File: src/rtl/intc_init_pkg.sv
package intc_init_pkg;
  typedef enum logic [2:0] {
    ST_UNINIT,
    ST_WANT2,
    ST_WANT3,
    ST_WANT4,
    ST_READY
  } seq_state_t;

  typedef struct packed {
    logic ldFirst;
    logic ldSecond;
    logic ldThird;
    logic ldFourth;
    logic ldMask;
    logic finish;
  } strobe_t;

  localparam int MARK_BIT  = 4;
  localparam int F_IC4     = 0;
  localparam int F_SINGLE  = 1;
  localparam int F_INTV4   = 2;
  localparam int F_LEVEL   = 3;
  localparam int O_CPU16   = 0;
  localparam int O_AEOI    = 1;
  localparam int O_BUFMST  = 2;
  localparam int O_BUF     = 3;
  localparam int O_NESTED  = 4;
  localparam int VEC_LO_W  = 3;
endpackage

File: src/rtl/intc_init_ctrl.sv
module intc_init_ctrl
  import intc_init_pkg::*;
#(
  parameter int DATA_W = 8
) (
  input  logic              clk,
  input  logic              rstN,
  input  logic              wrEn,
  input  logic              addrSel,
  input  logic [DATA_W-1:0] wrData,
  input  logic              cascaded,
  input  logic              wantFourth,
  output strobe_t           strobes,
  output logic              ready
);
  seq_state_t state, nextState;
  logic isFirst, isData;

  assign isFirst = wrEn && !addrSel && wrData[MARK_BIT];
  assign isData  = wrEn && addrSel;

  always_comb begin
    strobes   = '0;
    nextState = state;
    if (isFirst) begin
      strobes.ldFirst = 1'b1;
      nextState       = ST_WANT2;
    end else if (isData) begin
      case (state)
        ST_WANT2: begin
          strobes.ldSecond = 1'b1;
          if (cascaded) begin
            nextState = ST_WANT3;
          end else if (wantFourth) begin
            nextState = ST_WANT4;
          end else begin
            strobes.finish = 1'b1;
            nextState      = ST_READY;
          end
        end
        ST_WANT3: begin
          strobes.ldThird = 1'b1;
          if (wantFourth) begin
            nextState = ST_WANT4;
          end else begin
            strobes.finish = 1'b1;
            nextState      = ST_READY;
          end
        end
        ST_WANT4: begin
          strobes.ldFourth = 1'b1;
          strobes.finish   = 1'b1;
          nextState        = ST_READY;
        end
        ST_READY: strobes.ldMask = 1'b1;
        default: ;
      endcase
    end
  end

  always_ff @(posedge clk) begin
    if (!rstN) state <= ST_UNINIT;
    else       state <= nextState;
  end

  assign ready = (state == ST_READY);

  // a first word always drops ready after its edge
  p_first_drops_ready_r2: assert property (@(posedge clk) disable iff (!rstN)
    (wrEn && !addrSel && wrData[MARK_BIT]) |=> !ready);

  // ready can only rise because of a select-high write
  p_ready_from_data_r7: assert property (@(posedge clk) disable iff (!rstN)
    $rose(ready) |-> $past(wrEn && addrSel));

  // no sequence pending means a select-high write cannot start one
  p_uninit_stays_r8: assert property (@(posedge clk) disable iff (!rstN)
    (state == ST_UNINIT && !(wrEn && !addrSel && wrData[MARK_BIT])) |=> state == ST_UNINIT);
endmodule

File: src/rtl/intc_init_dpath.sv
module intc_init_dpath
  import intc_init_pkg::*;
#(
  parameter int DATA_W = 8
) (
  input  logic                clk,
  input  logic                rstN,
  input  strobe_t             strobes,
  input  logic [DATA_W-1:0]   wrData,
  output logic                wantFourth,
  output logic                intervalFour,
  output logic                singleMode,
  output logic                levelTrig,
  output logic [VEC_LO_W-1:0] vecLow,
  output logic [DATA_W-1:0]   vecHigh,
  output logic [DATA_W-1:0]   cascadeWord,
  output logic                cpu16,
  output logic                autoEoi,
  output logic                bufMaster,
  output logic                buffered,
  output logic                nestedSpecial,
  output logic [DATA_W-1:0]   maskBits
);
  localparam int TOP = DATA_W - 1;

  logic [VEC_LO_W-1:0] lowPick;
  assign lowPick = wrData[F_INTV4] ? wrData[TOP -: VEC_LO_W]
                                   : {wrData[TOP -: VEC_LO_W-1], 1'b0};

  always_ff @(posedge clk) begin
    if (!rstN) begin
      wantFourth    <= 1'b0;
      intervalFour  <= 1'b0;
      singleMode    <= 1'b0;
      levelTrig     <= 1'b0;
      vecLow        <= '0;
      vecHigh       <= '0;
      cascadeWord   <= '0;
      cpu16         <= 1'b0;
      autoEoi       <= 1'b0;
      bufMaster     <= 1'b0;
      buffered      <= 1'b0;
      nestedSpecial <= 1'b0;
      maskBits      <= '0;
    end else begin
      if (strobes.ldFirst) begin
        wantFourth    <= wrData[F_IC4];
        singleMode    <= wrData[F_SINGLE];
        intervalFour  <= wrData[F_INTV4];
        levelTrig     <= wrData[F_LEVEL];
        vecLow        <= lowPick;
        cascadeWord   <= '0;
        cpu16         <= 1'b0;
        autoEoi       <= 1'b0;
        bufMaster     <= 1'b0;
        buffered      <= 1'b0;
        nestedSpecial <= 1'b0;
      end
      if (strobes.ldSecond) vecHigh     <= wrData;
      if (strobes.ldThird)  cascadeWord <= wrData;
      if (strobes.ldFourth) begin
        cpu16         <= wrData[O_CPU16];
        autoEoi       <= wrData[O_AEOI];
        bufMaster     <= wrData[O_BUFMST];
        buffered      <= wrData[O_BUF];
        nestedSpecial <= wrData[O_NESTED];
      end
      if (strobes.finish)      maskBits <= '0;
      else if (strobes.ldMask) maskBits <= wrData;
    end
  end

  // interval 8 leaves vector bit 5 at zero
  p_a5_zero_r3: assert property (@(posedge clk) disable iff (!rstN)
    !intervalFour |-> !vecLow[0]);

  // a single controller never captures a cascade byte
  p_no_cascade_single_r5: assert property (@(posedge clk) disable iff (!rstN)
    (singleMode && $stable(singleMode)) |-> cascadeWord == '0);
endmodule

File: src/rtl/intc_init_seq.sv
module intc_init_seq
  import intc_init_pkg::*;
#(
  parameter int DATA_W = 8
) (
  input  logic              clk,
  input  logic              rstN,
  input  logic              wrEn,
  input  logic              addrSel,
  input  logic [DATA_W-1:0] wrData,
  output logic              cfgReady,
  output logic              intervalFour,
  output logic              singleMode,
  output logic              levelTrig,
  output logic [2:0]        vecLow,
  output logic [DATA_W-1:0] vecHigh,
  output logic [DATA_W-1:0] cascadeWord,
  output logic              cpu16,
  output logic              autoEoi,
  output logic              bufMaster,
  output logic              buffered,
  output logic              nestedSpecial,
  output logic [DATA_W-1:0] maskBits
);
  strobe_t strobes;
  logic    wantFourth;

  intc_init_ctrl #(.DATA_W(DATA_W)) u_ctrl (
    .clk        (clk),
    .rstN       (rstN),
    .wrEn       (wrEn),
    .addrSel    (addrSel),
    .wrData     (wrData),
    .cascaded   (!singleMode),
    .wantFourth (wantFourth),
    .strobes    (strobes),
    .ready      (cfgReady)
  );

  intc_init_dpath #(.DATA_W(DATA_W)) u_dpath (
    .clk           (clk),
    .rstN          (rstN),
    .strobes       (strobes),
    .wrData        (wrData),
    .wantFourth    (wantFourth),
    .intervalFour  (intervalFour),
    .singleMode    (singleMode),
    .levelTrig     (levelTrig),
    .vecLow        (vecLow),
    .vecHigh       (vecHigh),
    .cascadeWord   (cascadeWord),
    .cpu16         (cpu16),
    .autoEoi       (autoEoi),
    .bufMaster     (bufMaster),
    .buffered      (buffered),
    .nestedSpecial (nestedSpecial),
    .maskBits      (maskBits)
  );

  // completion leaves the mask empty
  p_mask_clear_r7: assert property (@(posedge clk) disable iff (!rstN)
    $rose(cfgReady) |-> maskBits == '0);

  // the mask holds while not ready
  p_mask_hold_r8: assert property (@(posedge clk) disable iff (!rstN)
    ($past(!cfgReady) && !cfgReady) |-> $stable(maskBits));

  // a first word leaves the fourth-word options at zero
  p_opts_cleared_r6: assert property (@(posedge clk) disable iff (!rstN)
    $past(wrEn && !addrSel && wrData[MARK_BIT]) |->
      {cpu16, autoEoi, bufMaster, buffered, nestedSpecial} == '0);
endmodule

File: config.mk
export PLATFORM = sky130hd
export DESIGN_NAME = intc_init_seq
export DESIGN_NICKNAME = d
export VERILOG_FILES = /design/src/rtl/intc_init_pkg.sv /design/src/rtl/intc_init_ctrl.sv /design/src/rtl/intc_init_dpath.sv /design/src/rtl/intc_init_seq.sv
export SDC_FILE = /design/constraint.sdc
export NUM_CORES = 1
export LEC_CHECK = 0
export BUFFER_PORTS_ARGS = -buffer_cell sky130_fd_sc_hd__buf_4
export CAP_MARGIN = 20
export CORE_MARGIN = 8
export CORE_UTILIZATION = 45
export CTS_CLUSTER_DIAMETER = 80
export DETAILED_ROUTE_END_ITERATION = 10
export PLACE_DENSITY = 0.73
export SLEW_MARGIN = 20
export SYNTH_ARGS = -nofsm -noshare
export SYNTH_HDL_FRONTEND = slang
export SYNTH_HIERARCHICAL = 1
export SYNTH_SLANG_ARGS = --single-unit
File: constraint.sdc
create_clock -name clk -period 1.4 [get_ports clk]
set_input_delay 0.21 -clock clk [delete_from_list [all_inputs] [get_ports clk]]
set_output_delay 0.21 -clock clk [all_outputs]
set_load 0.05 [all_outputs]
==> metrics <==
CP required ~1.2 ns; hold depth 3; sequential power share between 50% and 60%; WL per Instance ~16 um; first-pass GRT wire length between 6000 and 7000 um; Vias/cell 5.11; total wire length about 4400 um; reg2reg setup slack roughly 0.040 ns; number of port buffers 47; Initial Util 47.5%; worst slew pin tran between 0.3 and 0.4 ns; CTS Sinks 39; unrepaired setup endpoints after global routing true; power per cell area 927 mW/mm2; num rows 21; Max Clk Rate a little over 700 MHz; DIE AREA 0.00574 mm2; CTS tree yes; total global-route track usage around 15%; H-tree Lvls 2; status complete, no violations; CTS max path bufs 2; worst r2r path cells 5; period utilization between 90% and 100%; Startpoint Class register; area of the multi-input gates just under 800 um2; Via Count about 1400; reg2reg end u_dpath/cascadeWord[7]; CP Class register to primary output; cell area after layout roughly 0.0022 mm2; syn nets between 150 and 200; worst min path class primary input to register; Final nets around 230; final setup violation count 0; width of the die between 70 and 80 um; dpl cell area a little over 0.002 mm2; hold_ws 0.125 ns; DP Worst Slack -0.00276 ns; CP max FO 6; global route total overflow 0; sw power between 0.0005 and 0.0006 W; Cell Area, Synth roughly 0.0016 mm2; Int Pwr around 0.0015 W; Ys Warns 6; final RePlAce weighted congestion around 0.76; Avg Cell Area, Syn 9.58 um2; sequential fraction of the synthesis area between 40% and 50%; pin count of the biggest net entering global routing 36; Die Ht around 76 um; Sw Ratio roughly 25%; Worst Slack Setup Final around 0.019 ns; clock root cell clkbuf_4; Yosys cell types 24; CTS buffer count 5; Worst VDD drop 0.540 mV; Comb pwr share 10.3%; area grow syn2layout 34.0%; I/O pin count 48; synthesized instance count ~170; Power, Total 0.00200 W; Clock transition at path regs 0.12 ns; core area ~0.0034 mm2; Max-slew headroom a little under 80%; initial antenna violation count 0; Worst Setup End Kind primary output; ANT nets after route 0; Hold Startpoint wrData[5]; 1st-pass router iterations 4; Worst Hold Endpoint u_dpath/cascadeWord[5]; flops & latches, synth 39; layout cells sized above 1 34.8%; DRC 0; Antenna Cells 0; Starting DRT DRC Count 71; CP arrival ~1.2 ns; Final min period roughly 1.4 ns; vias in the first global route 1392; Final Hold Viols 0; Clock Power Share around 33%; Max Cap Violations 0; clk_lat worst skew approximately 0.36 ns; Post-DP HPWL roughly 3100 um; Worst R2R Start u_ctrl/state[2]; register area 793 um2; P_leak approximately 0.85 nW; Pins Over Slew Limit 0; Clock Skews approximately 0.014 ns; fill cell instance count of the final layout ~300; Hold Buf Count CTS 0
[critical path: stages, from the launching register on]
cell and delay, ns:
dfxtp_4 0.39, nor2_4 0.12, and2_4 0.16, buf_8 0.14
[synth_stat cells (all sizes together)]
master  count  area, um2
o221a       1       11.3
inv         1       3.75
nor2b      15       93.8
mux2i      23        230
nor3b       1       7.51
o22a        1       10.0
nand3b      2       15.0
clkbuf      2       7.51
o221ai      1       8.76
nand4       1       6.26
and3        2       12.5
dfxtp      39        781
nand2b     18        120
nor3        1       10.0
a21oi       3       15.0
nor2       15       56.3
buf         9       55.1
nand2       4       15.0
nand3      14       70.1
o21ai      13       65.1
and2        1       7.51
a21boi      1       7.51
[through the flow]
stage | cells | TNS [ns] | util (%)
2_1_floorplan | 168 | -0.168 | -
3_3_place_gp | 255 | 0 | 59.7
3_5_place_dp | 255 | -0.00327 | 59.7
4_1_cts | 263 | 0 | 62.0
5_1_grt | 267 | -0.0428 | 63.6
6_report | 267 | 0 | 63.6
[placed cells by master, fill, tap and decap left out, types with 2 or more instances in the layout]
cell and instances:
a21oi_1 3, mux2i_1 23, nor2_1 13, nand2_1 4
buf_4 53, o21ai_1 13, nor2b_1 15, dfxtp_1 35
clkbuf_4 5, nand2b_1 16, nand3_1 14, nand3b_1 2
clkbuf_8 2, dfxtp_4 3
[state kept, by name, indices dropped and copies added, names as in the netlist]
register / cells
u_dpath/cascadeWord: 8
u_dpath/maskBits: 8
u_dpath/vecHigh: 8
u_ctrl/state: 3
u_dpath/vecLow: 3
u_dpath/autoEoi: 1
u_dpath/bufMaster: 1
u_dpath/buffered: 1
u_dpath/cpu16: 1
u_dpath/intervalFour: 1
u_dpath/levelTrig: 1
u_dpath/nestedSpecial: 1
u_dpath/singleMode: 1
u_dpath/wantFourth: 1
[power by group through the flow]
stage / Sequential, W / Combinational (W) / Clock, W
finish: 0.00113 / 0.000207 / 0.000664
global route: 0.00113 / 0.000221 / 0.000732
CTS: 0.00113 / 0.000194 / 0.000676
detailed placement: 0.00116 / 0.000194 / 0
global placement: 0.00116 / 0.000188 / 0
floorplan: 0.00118 / 0.0000853 / 0
[metal layers]
layer / vias up / track usage (%) / part of all wire (%)
met2: 42 / 25.0 / 48
met1: 640 / 17.5 / 40
met4: 0 / 7.25 / 2.1
li1: 673 / - / -
met5: - / 0 / 0
met3: 9 / 5.92 / 9.4
[worst max path at each step]
stage,startpoint,to,cells past startpoint
6_report,u_ctrl/state[0],cfgReady,3
5_1_grt,u_ctrl/state[0],cfgReady,3
4_1_cts,u_ctrl/state[1],cfgReady,3
3_5_place_dp,u_ctrl/state[1],u_dpath/maskBits[6],5
3_3_place_gp,u_ctrl/state[1],u_dpath/maskBits[2],5
2_1_floorplan,u_ctrl/state[0],u_dpath/maskBits[0],7
[logic make-up (layout without fill, tap and decap cells)]
| family | count (synthesis) | after routing | share of synthesized area (%) |
|---|---|---|---|
| flip-flops | 39 | 39 | 48.5 |
| AND/OR/NAND/NOR | 74 | 74 | 25.7 |
| buffers and inverters | 12 | 65 | 4.12 |
| multiplexers | 23 | 23 | 14.3 |
| AO/OA/AOI/OAI | 20 | 20 | 7.31 |
[repair_timing]
item | 4_1_cts | 5_1_grt
endpoints found under the setup margin | 9 | 25
resized for setup | 3 | 8
pin swaps | 0 | 1
buffers inserted | 0 | 4
[area by class of cell]
cell class | instances | share of cell area [%]
Inverter | 1 | 0.174
Multi-Input combinational cell | 117 | 36.4
Clock buffer | 7 | 3.02
Tap cell | 46 | 2.67
Timing Repair Buffer | 56 | 20.6
Clock inverter | 1 | 0.290
Sequential cell | 39 | 36.8
No activity file was read; power rests on OpenSTA's default activity.
